### src/rtl/eee_lpi_ctrl.sv
module eee_lpi_ctrl #(
  parameter int CLKS_PER_US = 50,
  parameter int US_PER_MS   = 1000
) (
  input  logic        clk,
  input  logic        rst_n,
  input  logic        reg_wr,
  input  logic        reg_rd,
  input  logic        reg_addr,
  input  logic [31:0] reg_wdata,
  output logic [31:0] reg_rdata,
  input  logic        tx_pending,
  input  logic        rx_lpi,
  output logic        tx_lpi,
  output logic        tx_hold,
  output logic        clk_gate_req,
  output logic        irq
);
  localparam int WAKE_W = 16;
  localparam int LS_W   = 10;
  localparam int MS_W   = LS_W + 1;
  localparam int PRE_W  = $clog2(CLKS_PER_US + 1);
  localparam int MSP_W  = $clog2(US_PER_MS + 1);

  typedef enum logic [1:0] {S_ACT, S_LPI, S_UNG, S_WAKE} state_t;

  state_t state, nstate;
  logic [PRE_W-1:0]  pre;
  logic [MSP_W-1:0]  msp;
  logic [WAKE_W-1:0] wake_us, us_cnt;
  logic [LS_W-1:0]   ls_ms;
  logic [MS_W-1:0]   ms_cnt;
  logic lpi_en, link_ok, tx_auto, gate_en, idle_q, rx_q;
  logic [3:0] st, ev;

  wire wr_ctrl = reg_wr && !reg_addr;
  wire wr_tmr  = reg_wr && reg_addr;
  wire rd_ctrl = reg_rd && !reg_addr;
  wire unused_wdata = ^reg_wdata[31:26];

  wire us_tick = (pre == PRE_W'(CLKS_PER_US - 1));
  wire ms_tick = us_tick && (msp == MSP_W'(US_PER_MS - 1));
  wire link_stable = ms_cnt > {1'b0, ls_ms};
  wire wake_req = !lpi_en || (tx_auto && tx_pending);

  always_ff @(posedge clk or negedge rst_n)
    if (!rst_n) begin
      pre <= '0;
      msp <= '0;
    end else begin
      pre <= us_tick ? '0 : pre + 1'b1;
      if (us_tick) msp <= ms_tick ? '0 : msp + 1'b1;
    end

  always_ff @(posedge clk or negedge rst_n)
    if (!rst_n) begin
      {lpi_en, link_ok, tx_auto, gate_en} <= '0;
      wake_us <= '0;
      ls_ms   <= '0;
    end else begin
      if (wr_ctrl) {gate_en, tx_auto, link_ok, lpi_en} <= reg_wdata[19:16];
      if (wr_tmr) begin
        wake_us <= reg_wdata[15:0];
        ls_ms   <= reg_wdata[25:16];
      end
    end

  always_ff @(posedge clk or negedge rst_n)
    if (!rst_n) ms_cnt <= '0;
    else if (!link_ok) ms_cnt <= '0;
    else if (ms_tick && !(&ms_cnt)) ms_cnt <= ms_cnt + 1'b1;

  always_comb begin
    nstate = state;
    case (state)
      S_ACT:  if (lpi_en && link_stable && !tx_pending && idle_q) nstate = S_LPI;
      S_LPI:  if (wake_req) nstate = S_UNG;
      S_UNG:  nstate = S_WAKE;
      S_WAKE: if (us_tick && us_cnt == wake_us) nstate = S_ACT;
      default: nstate = S_ACT;
    endcase
  end

  always_ff @(posedge clk or negedge rst_n)
    if (!rst_n) begin
      state  <= S_ACT;
      us_cnt <= '0;
      idle_q <= 1'b0;
      rx_q   <= 1'b0;
      st     <= '0;
    end else begin
      state  <= nstate;
      us_cnt <= (state != S_WAKE) ? '0 : (us_tick ? us_cnt + 1'b1 : us_cnt);
      idle_q <= !tx_pending;
      rx_q   <= rx_lpi;
      st     <= (rd_ctrl ? 4'b0 : st) | ev;
    end

  assign ev = {!rx_lpi && rx_q, rx_lpi && !rx_q, state == S_UNG,
               state == S_ACT && nstate == S_LPI};

  assign tx_lpi       = (state == S_LPI) || (state == S_UNG);
  assign tx_hold      = state != S_ACT;
  assign clk_gate_req = (state == S_LPI) && gate_en;
  assign irq          = |st;
  assign reg_rdata    = reg_addr ? {6'b0, ls_ms, wake_us}
                                 : {12'b0, gate_en, tx_auto, link_ok, lpi_en, 12'b0, st};

  p_entry_link_r3: assert property (@(posedge clk) disable iff (!rst_n)
    $rose(tx_lpi) |-> $past(link_ok && (ms_cnt > {1'b0, ls_ms}) && idle_q));
  p_ungate_first_r5: assert property (@(posedge clk) disable iff (!rst_n)
    (state == S_LPI && wake_req) |=> (tx_lpi && !clk_gate_req));
  p_wake_len_r6: assert property (@(posedge clk) disable iff (!rst_n)
    $fell(tx_hold) |-> $past(us_tick && us_cnt == wake_us));
  p_sticky_r9: assert property (@(posedge clk) disable iff (!rst_n)
    !rd_ctrl |=> ((st & $past(st)) == $past(st)));
  p_read_clear_r10: assert property (@(posedge clk) disable iff (!rst_n)
    (rd_ctrl && ev == 4'b0) |=> (st == 4'b0));
endmodule

### config.mk
export PLATFORM = sky130hd
export DESIGN_NAME = eee_lpi_ctrl
export DESIGN_NICKNAME = d
export VERILOG_FILES = /design/src/rtl/eee_lpi_ctrl.sv
export SDC_FILE = /design/constraint.sdc
export NUM_CORES = 1
export LEC_CHECK = 0
export BUFFER_PORTS_ARGS = -buffer_cell sky130_fd_sc_hd__buf_2
export CAP_MARGIN = 40
export CORE_UTILIZATION = 37
export CTS_CLUSTER_DIAMETER = 100
export DETAILED_ROUTE_END_ITERATION = 16
export GPL_TIMING_DRIVEN = 0
export PLACE_DENSITY = 0.58
export SLEW_MARGIN = 15
export SYNTH_ARGS = -nofsm -noshare
export SYNTH_HDL_FRONTEND = slang
export SYNTH_SLANG_ARGS = --single-unit
### constraint.sdc
create_clock -name clk -period 5.3 [get_ports clk]
set_clock_uncertainty 0.15 [all_clocks]
set_input_delay 1.06 -clock clk [delete_from_list [all_inputs] [get_ports clk]]
set_output_delay 1.06 -clock clk [all_outputs]
set_load 0.03 [all_outputs]
==> run_results.csv, run 1 <==
group,metric,value,unit
status,failed_checks,"DRC",
sta,tightest_slew,0.696,ns
cts,post_cts_resized,0,
final_layout,syn2layout_area_growth,18.6,%
final_layout,antenna_cells,0,
final_layout,drive_gt1_share,25.1,%
route,first_pass_iters,10,
worst_setup_path,arrival,2.40,ns
sta,setup_viol,0,
floorplanning,fp.dieArea,0.0124,sq mm
cts,post_cts_buffers,0,
synthesis,synth_top_cell_by_area,"dfrtp_1",
worst_setup_path,path_max_fanout,10,
worst_setup_path,worst_path_max_delay_cell,"clkbuf_1",
cts,tritoncts,"done",
sta,fmax,277,MHz
global_routing,grt.overflow.total,0,
route,ant_nets,0,
hold_path,min_to,"st[2]",
hold_path,min_from,"rx_q",
cts,postCtsHoldBufs,0,
synthesis,synth_warnings,0,
route,drcViolationCount,2,
sta,finalCritPeriodShare,68.1,%
synthesis,syn_inst,421,
power_and_ir_drop,vdd_ir_drop_max,178,uV
global_routing,grt_use_total,16.9,%
cts,clk_latency,0.34,ns
sta,hold_slack,0.305,ns
placement,placed_area,0.00495,sq mm
synthesis,synth_top_cells_by_count,"81 x dfrtp_1, 36 x and2_1, 36 x mux2_2",
floorplanning,die_h,111,microns
synthesis,syn-cell-area,0.00441,sq mm
final_layout,final_cell_area,0.00523,sq mm
floorplanning,dieWidth,111,microns
cts,root_buffer,"clkbuf_16",
synthesis,synth_area_leaders,"dfrtp_1 46%, mux2_2 9.2%, ha_1 5.4%, and2_1 5.1%, xor2_1 4.8%",
hold_path,hp-class,"register to register",
synthesis,yosysMostFrequentCell,"dfrtp_1",
global_routing,grt_pass1_vias,3363,
cts,path_clk_slew,0.07,ns
worst_setup_path,cpPeakStageDelay,0.43,ns
power_and_ir_drop,cellPowerDensity,289,mW/mm^2
worst_setup_path,rr_startpoint,"pre[3]",
floorplanning,rows,39,
synthesis,postSynthAreaPerCell,10.5,sq um
cts,clock_path_buffers,2,
sta,fin_tns_setup,0,ns
cts,cts.sinks,81,
worst_setup_path,path_cells,"buf_2, clkbuf_1, clkbuf_1, nand2_1, o21ai_0, buf_2",
worst_setup_path,reg2reg_to,"ms_cnt[3]",
global_routing,grt_max_degree,60,
sta,rsz0062_at_grt,"no",
synthesis,ys_seq_area_share,46.0,%
synthesis,synth_ff_type,"dfrtp_1",
worst_setup_path,startpoint_type,"primary input",
sta,max_slew_margin,53.6,%
synthesis,synth_top_area_share,46.0,%
global_routing,antenna_found_initial,0,
floorplanning,start_util,38.3,%
global_routing,grt_pass1_wl,16500,microns
placement,place.gp.congestion,0.773,
route,totalWireLength,9410,microns
final_layout,nFillCells,1115,
sta,finalCriticalPeriod,3.61,ns
synthesis,synth-edff-count,0,
route,drt_iter0_drc,106,
hold_path,whs_path_depth,1,
worst_setup_path,ff2ff_setup_slack,3.23,ns
placement,post-dp-hpwl,7070,microns
worst_setup_path,worstSetupPathType,"primary input to output port",
cts,cts_buffers,9,
route,num_vias,3297,
placement,dpl_worst_slack,1.65,ns
sta,report.final.hold_viol_count,0,
synthesis,ys_types,45,
final_layout,final_nets,558,
route,wire_per_inst,14.5,microns
worst_setup_path,crit_required,4.09,ns
placement,io_buffer_count,62,
synthesis,ys_seq_elements,81,
sta,slew_violations,0,
cts,htreeDepth,3,
power_and_ir_drop,leakage,2.46,nW
worst_setup_path,ff2ff_path_depth,7,
synthesis,synth-async-reset-ratio,100,%
floorplanning,fp.coreArea,0.0115,sq mm
status,status,"finished, violations left",
route,viasPerCell,5.09,
sta,fin_ws,1.69,ns
worst_setup_path,cp-end-kind,"output port",
floorplanning,io_pins,75,
flow_run,maxCapViolCount,0,
[worst max path at each step]
stage,startpoint,to,slack (ns),cells after the start
after detailed placement,reg_addr,reg_rdata[17],1.65,6
after global routing,reg_addr,reg_rdata[17],1.52,6
final,reg_addr,reg_rdata[17],1.69,6
after floorplan,reg_addr,reg_rdata[17],1.93,3
after global placement,reg_addr,reg_rdata[17],1.67,6
after CTS,reg_addr,reg_rdata[17],1.65,6
[cell type report]
cell class / count / area (sq um) / area share [%]
timing repair buffer: 63 / 340 / 6.51
multi-input combinational: 304 / 2210 / 42.2
clock buffer: 12 / 256 / 4.90
tap: 143 / 179 / 3.42
buffer: 19 / 108 / 2.06
sequential: 81 / 2030 / 38.8
clock inverter: 4 / 27.5 / 0.526
inverter: 22 / 82.6 / 1.58
[per-layer routing]
| metal | track usage (%) | wire length [microns] | vias to the layer above |
|---|---|---|---|
| met5 | 0 | 0 | - |
| met4 | 7.66 | 201 | 0 |
| met3 | 2.41 | 215 | 14 |
| met2 | 26.9 | 4380 | 57 |
| met1 | 22.8 | 4610 | 1604 |
| li1 | - | - | 1622 |
[cell families (layout without fill, tap and decap cells)]
kind of cell	count (synthesis)	count (layout)	synth area share, %
buf+inv	41	120	4.31
other cells	1	6	0.0851
simple gates	150	150	19.6
mux	38	38	9.65
fa+ha+maj	19	19	5.39
xor+xnor	37	37	7.35
compound gates	54	54	7.66
flops	81	81	46.0
[flip-flops by register name (all words and copies together) (netlist names)]
register and count:
lpi_en 1, rx_q 1, us_cnt 16, st 4
gate_en 1, pre 6, state 2, ms_cnt 11
msp 10, link_ok 1, tx_auto 1, idle_q 1
wake_us 16, ls_ms 10
[layout by cell type, fill, tap and decap left out, drive strengths merged, types with 4 or more instances in the layout]
| cell | n |
|---|---|
| dfrtp | 81 |
| buf | 73 |
| and2 | 36 |
| mux2 | 36 |
| nand2 | 28 |
| xor2 | 24 |
| inv | 22 |
| clkbuf | 21 |
| ha | 19 |
| o21ai | 17 |
| nor2 | 15 |
| a21oi | 14 |
| nand3 | 14 |
| xnor2 | 13 |
| or3 | 11 |
| nand4 | 11 |
| nor4 | 9 |
| nor3 | 6 |
| conb | 6 |
| and3 | 5 |
| a21o | 5 |
| a21boi | 5 |
| or4 | 4 |
[power breakdown]
group          internal (mW)  total, mW  switching (mW)
combinational         0.0948      0.224           0.129
clock                  0.342      0.595           0.253
sequential             0.657      0.693          0.0360
total                   1.09       1.51           0.418
[critical path, delay by kind of cell]
family,cells,cell delay [ns]
AOI/OAI and AO/OA,1,0.09
and+or+nand+nor,1,0.09
buffers and inverters,4,1.15
[per-stage QoR]
stage,std cells,total power [mW],utilization (%)
after floorplan,426,0.850,-
after global placement,631,0.923,42.7
after detailed placement,632,0.931,42.9
after CTS,648,1.53,45.4
after global routing,648,1.58,45.4
final,648,1.51,45.4
No activity file was read; power rests on OpenSTA's default activity.
==> run 2, diff against run 1 <==
--- a/config.mk
+++ b/config.mk
@@ -5,6 +5,7 @@
 export SDC_FILE = /design/constraint.sdc
 export NUM_CORES = 1
 export LEC_CHECK = 0
+export ABC_AREA = 1
 export BUFFER_PORTS_ARGS = -buffer_cell sky130_fd_sc_hd__buf_2
 export CAP_MARGIN = 40
 export CORE_UTILIZATION = 37
==> constraint.sdc (replaced) <==
create_clock -name clk -period 3.7 [get_ports clk]
set_clock_uncertainty 0.15 [all_clocks]
set_input_delay 0.74 -clock clk [delete_from_list [all_inputs] [get_ports clk]]
set_output_delay 0.74 -clock clk [all_outputs]
set_load 0.03 [all_outputs]
==> run_results.csv, run 2 <==
group,metric,value,unit
floorplanning,fp.dieArea,0.0131,sq mm
worst_setup_path,worstSetupPathType,"primary input to output port",
flow_run,maxCapViolCount,0,
placement,post-dp-hpwl,8270,microns
cts,post_cts_buffers,0,
synthesis,synth_area_leaders,"dfrtp_1 43%, nand2_1 12%, inv_1 8.8%, ha_1 5.1%, a21oi_1 4.5%",
cts,clock_path_buffers,2,
cts,cts_buffers,9,
worst_setup_path,crit_required,2.81,ns
cts,postCtsHoldBufs,0,
placement,dpl_worst_slack,0.915,ns
cts,path_clk_slew,0.05,ns
final_layout,final_nets,762,
cts,clk_latency,0.34,ns
cts,htreeDepth,3,
sta,fin_ws,0.933,ns
synthesis,synth-async-reset-ratio,100,%
synthesis,synth_top_family_by_area,"simple AND/OR/NAND/NOR gates",
cts,cts.sinks,81,
floorplanning,dieWidth,114,microns
final_layout,postLayoutCoreUtil,45.1,%
synthesis,synthAdderAreaFrac,5.09,%
final_layout,top_regs,"us_cnt (16), wake_us (16), ms_cnt (11)",
floorplanning,die_h,114,microns
cts,tritoncts,"done",
global_routing,antenna_found_initial,0,
worst_setup_path,reg2reg_to,"ms_cnt[4]",
global_routing,grt_max_degree,52,
synthesis,ys_seq_area_share,43.4,%
worst_setup_path,rr_startpoint,"msp[1]",
status,status,"finished, final reports clean",
synthesis,synth_top_cells_by_count,"154 x nand2_1, 109 x inv_1, 81 x dfrtp_1",
sta,max_slew_margin,63.0,%
power_and_ir_drop,leakage,2.85,nW
synthesis,synth_top_area_share,43.4,%
synthesis,syn_inst,626,
synthesis,synth_top_cell_by_area,"dfrtp_1",
synthesis,synth_compound_area_share,10.8,%
sta,rsz0062_at_grt,"no",
route,wire_per_inst,12.3,microns
cts,root_buffer,"clkbuf_16",
synthesis,synth_ff_type,"dfrtp_1",
synthesis,muxShareOfSynthArea,0.241,%
sta,finalCriticalPeriod,2.77,ns
placement,placed_area,0.00524,sq mm
sta,slew_violations,0,
route,drcViolationCount,0,
hold_path,hp-class,"primary input to async pin",
final_layout,syn2layout_area_growth,17.3,%
sta,tightest_slew,0.555,ns
power_and_ir_drop,cellPowerDensity,382,mW/mm^2
worst_setup_path,cp-end-kind,"output port",
final_layout,fin_cells,875,
global_routing,grt_use_total,17.9,%
placement,place.gp.congestion,0.867,
floorplanning,io_pins,75,
placement,place_inst,861,
sta,finalCritPeriodShare,74.8,%
cts,post_cts_resized,0,
power_and_ir_drop,vdd_ir_drop_max,202,uV
floorplanning,rows,40,
final_layout,final_cell_area,0.00548,sq mm
synthesis,yosys.area_share.simple,28.3,%
sta,report.final.hold_viol_count,0,
final_layout,drive_gt1_share,15.1,%
synthesis,ys_types,38,
sta,fin_tns_setup,0,ns
synthesis,synth_xor_area_share,0.937,%
synthesis,synth-edff-count,0,
global_routing,grt_pass1_vias,3792,
worst_setup_path,ff2ff_path_depth,9,
worst_setup_path,arrival,1.88,ns
worst_setup_path,path_max_fanout,10,
synthesis,synth_warnings,0,
route,viasPerCell,4.67,
global_routing,grt.overflow.total,0,
synthesis,syn-cell-area,0.00467,sq mm
power_and_ir_drop,p_total,2.10,mW
route,drt_iter0_drc,172,
synthesis,ys_seq_elements,81,
route,totalWireLength,10800,microns
synthesis,postSynthAreaPerCell,7.46,sq um
floorplanning,fp.coreArea,0.0122,sq mm
route,first_pass_iters,4,
sta,setup_viol,0,
worst_setup_path,ff2ff_setup_slack,1.54,ns
final_layout,layout_commonest_cell,"nand2_1",
floorplanning,start_util,38.4,%
final_layout,final_cell_mix,"154 x nand2_1, 109 x inv_1, 81 x dfrtp_1",
route,num_vias,4084,
placement,io_buffer_count,61,
global_routing,grt_pass1_wl,18100,microns
route,ant_nets,0,
synthesis,yosysMostFrequentCell,"nand2_1",
sta,fmax,361,MHz
worst_setup_path,startpoint_type,"primary input",
sta,hold_slack,0.195,ns
final_layout,antenna_cells,0,
==> run 2: changes by cell type after synthesis, moves of 7 or more <==
cell,before,now
nor3_1,6,13
mux2_2,36,1
inv_1,22,109
o21ai_0,17,37
nand3_1,13,39
nand2_2,0,7
xor2_1,24,5
nand2_1,28,154
and2_1,36,0
a21oi_1,14,42
xnor2_1,13,0
or3_1,11,0
nor2_1,15,56
==> run 2: logic make-up (layout without fill, tap and decap cells) <==
| kind of cell | count (synthesis) | count (layout) |
|---|---|---|
| xor+xnor | 5 | 5 |
| simple gates | 295 | 295 |
| fa+ha+maj | 19 | 19 |
| buf+inv | 131 | 207 |
| compound gates | 93 | 93 |
| other cells | 1 | 6 |
| mux | 1 | 1 |
| flops | 81 | 81 |
==> run 2: how the worst max path moves through the flow <==
stage / start / to / slack (ns)
after floorplan: reg_addr / reg_rdata[17] / 1.05
after global placement: reg_addr / reg_rdata[18] / 0.92
after detailed placement: reg_addr / reg_rdata[18] / 0.91
after CTS: reg_addr / reg_rdata[18] / 0.92
after global routing: reg_addr / reg_rdata[18] / 0.81
final: reg_addr / reg_rdata[18] / 0.93
==> run 2: worst max-delay path: stages <==
cell,delay (ns)
clkbuf_1,0.22
clkbuf_1,0.48
nand2_1,0.09
o21ai_0,0.11
buf_2,0.24
==> run 2: layout make-up <==
| class | count | area [sq um] |
|---|---|---|
| multi-input cells | 419 | 2140 |
| inverters | 112 | 420 |
| clock inverters | 1 | 5.00 |
| plain buffers | 19 | 101 |
| well taps | 168 | 210 |
| clock buffers | 13 | 240 |
| flip-flops and latches | 81 | 2030 |
| fillers | 1289 | 6680 |
| repair buffers | 62 | 335 |
==> run 2: power by group <==
group          switching, mW  internal [mW]  total [mW]
logic                  0.229          0.109       0.338
clock network          0.338          0.447       0.784
registers             0.0376          0.936       0.974
==> run 2: per-layer routing <==
metal	share of wire, %	global-route usage, %	vias to the layer above
met5	0	0	-
met1	48	23.5	1877
li1	-	-	2118
met3	5.0	5.08	7
met4	0.82	4.42	0
met2	46	29.3	82
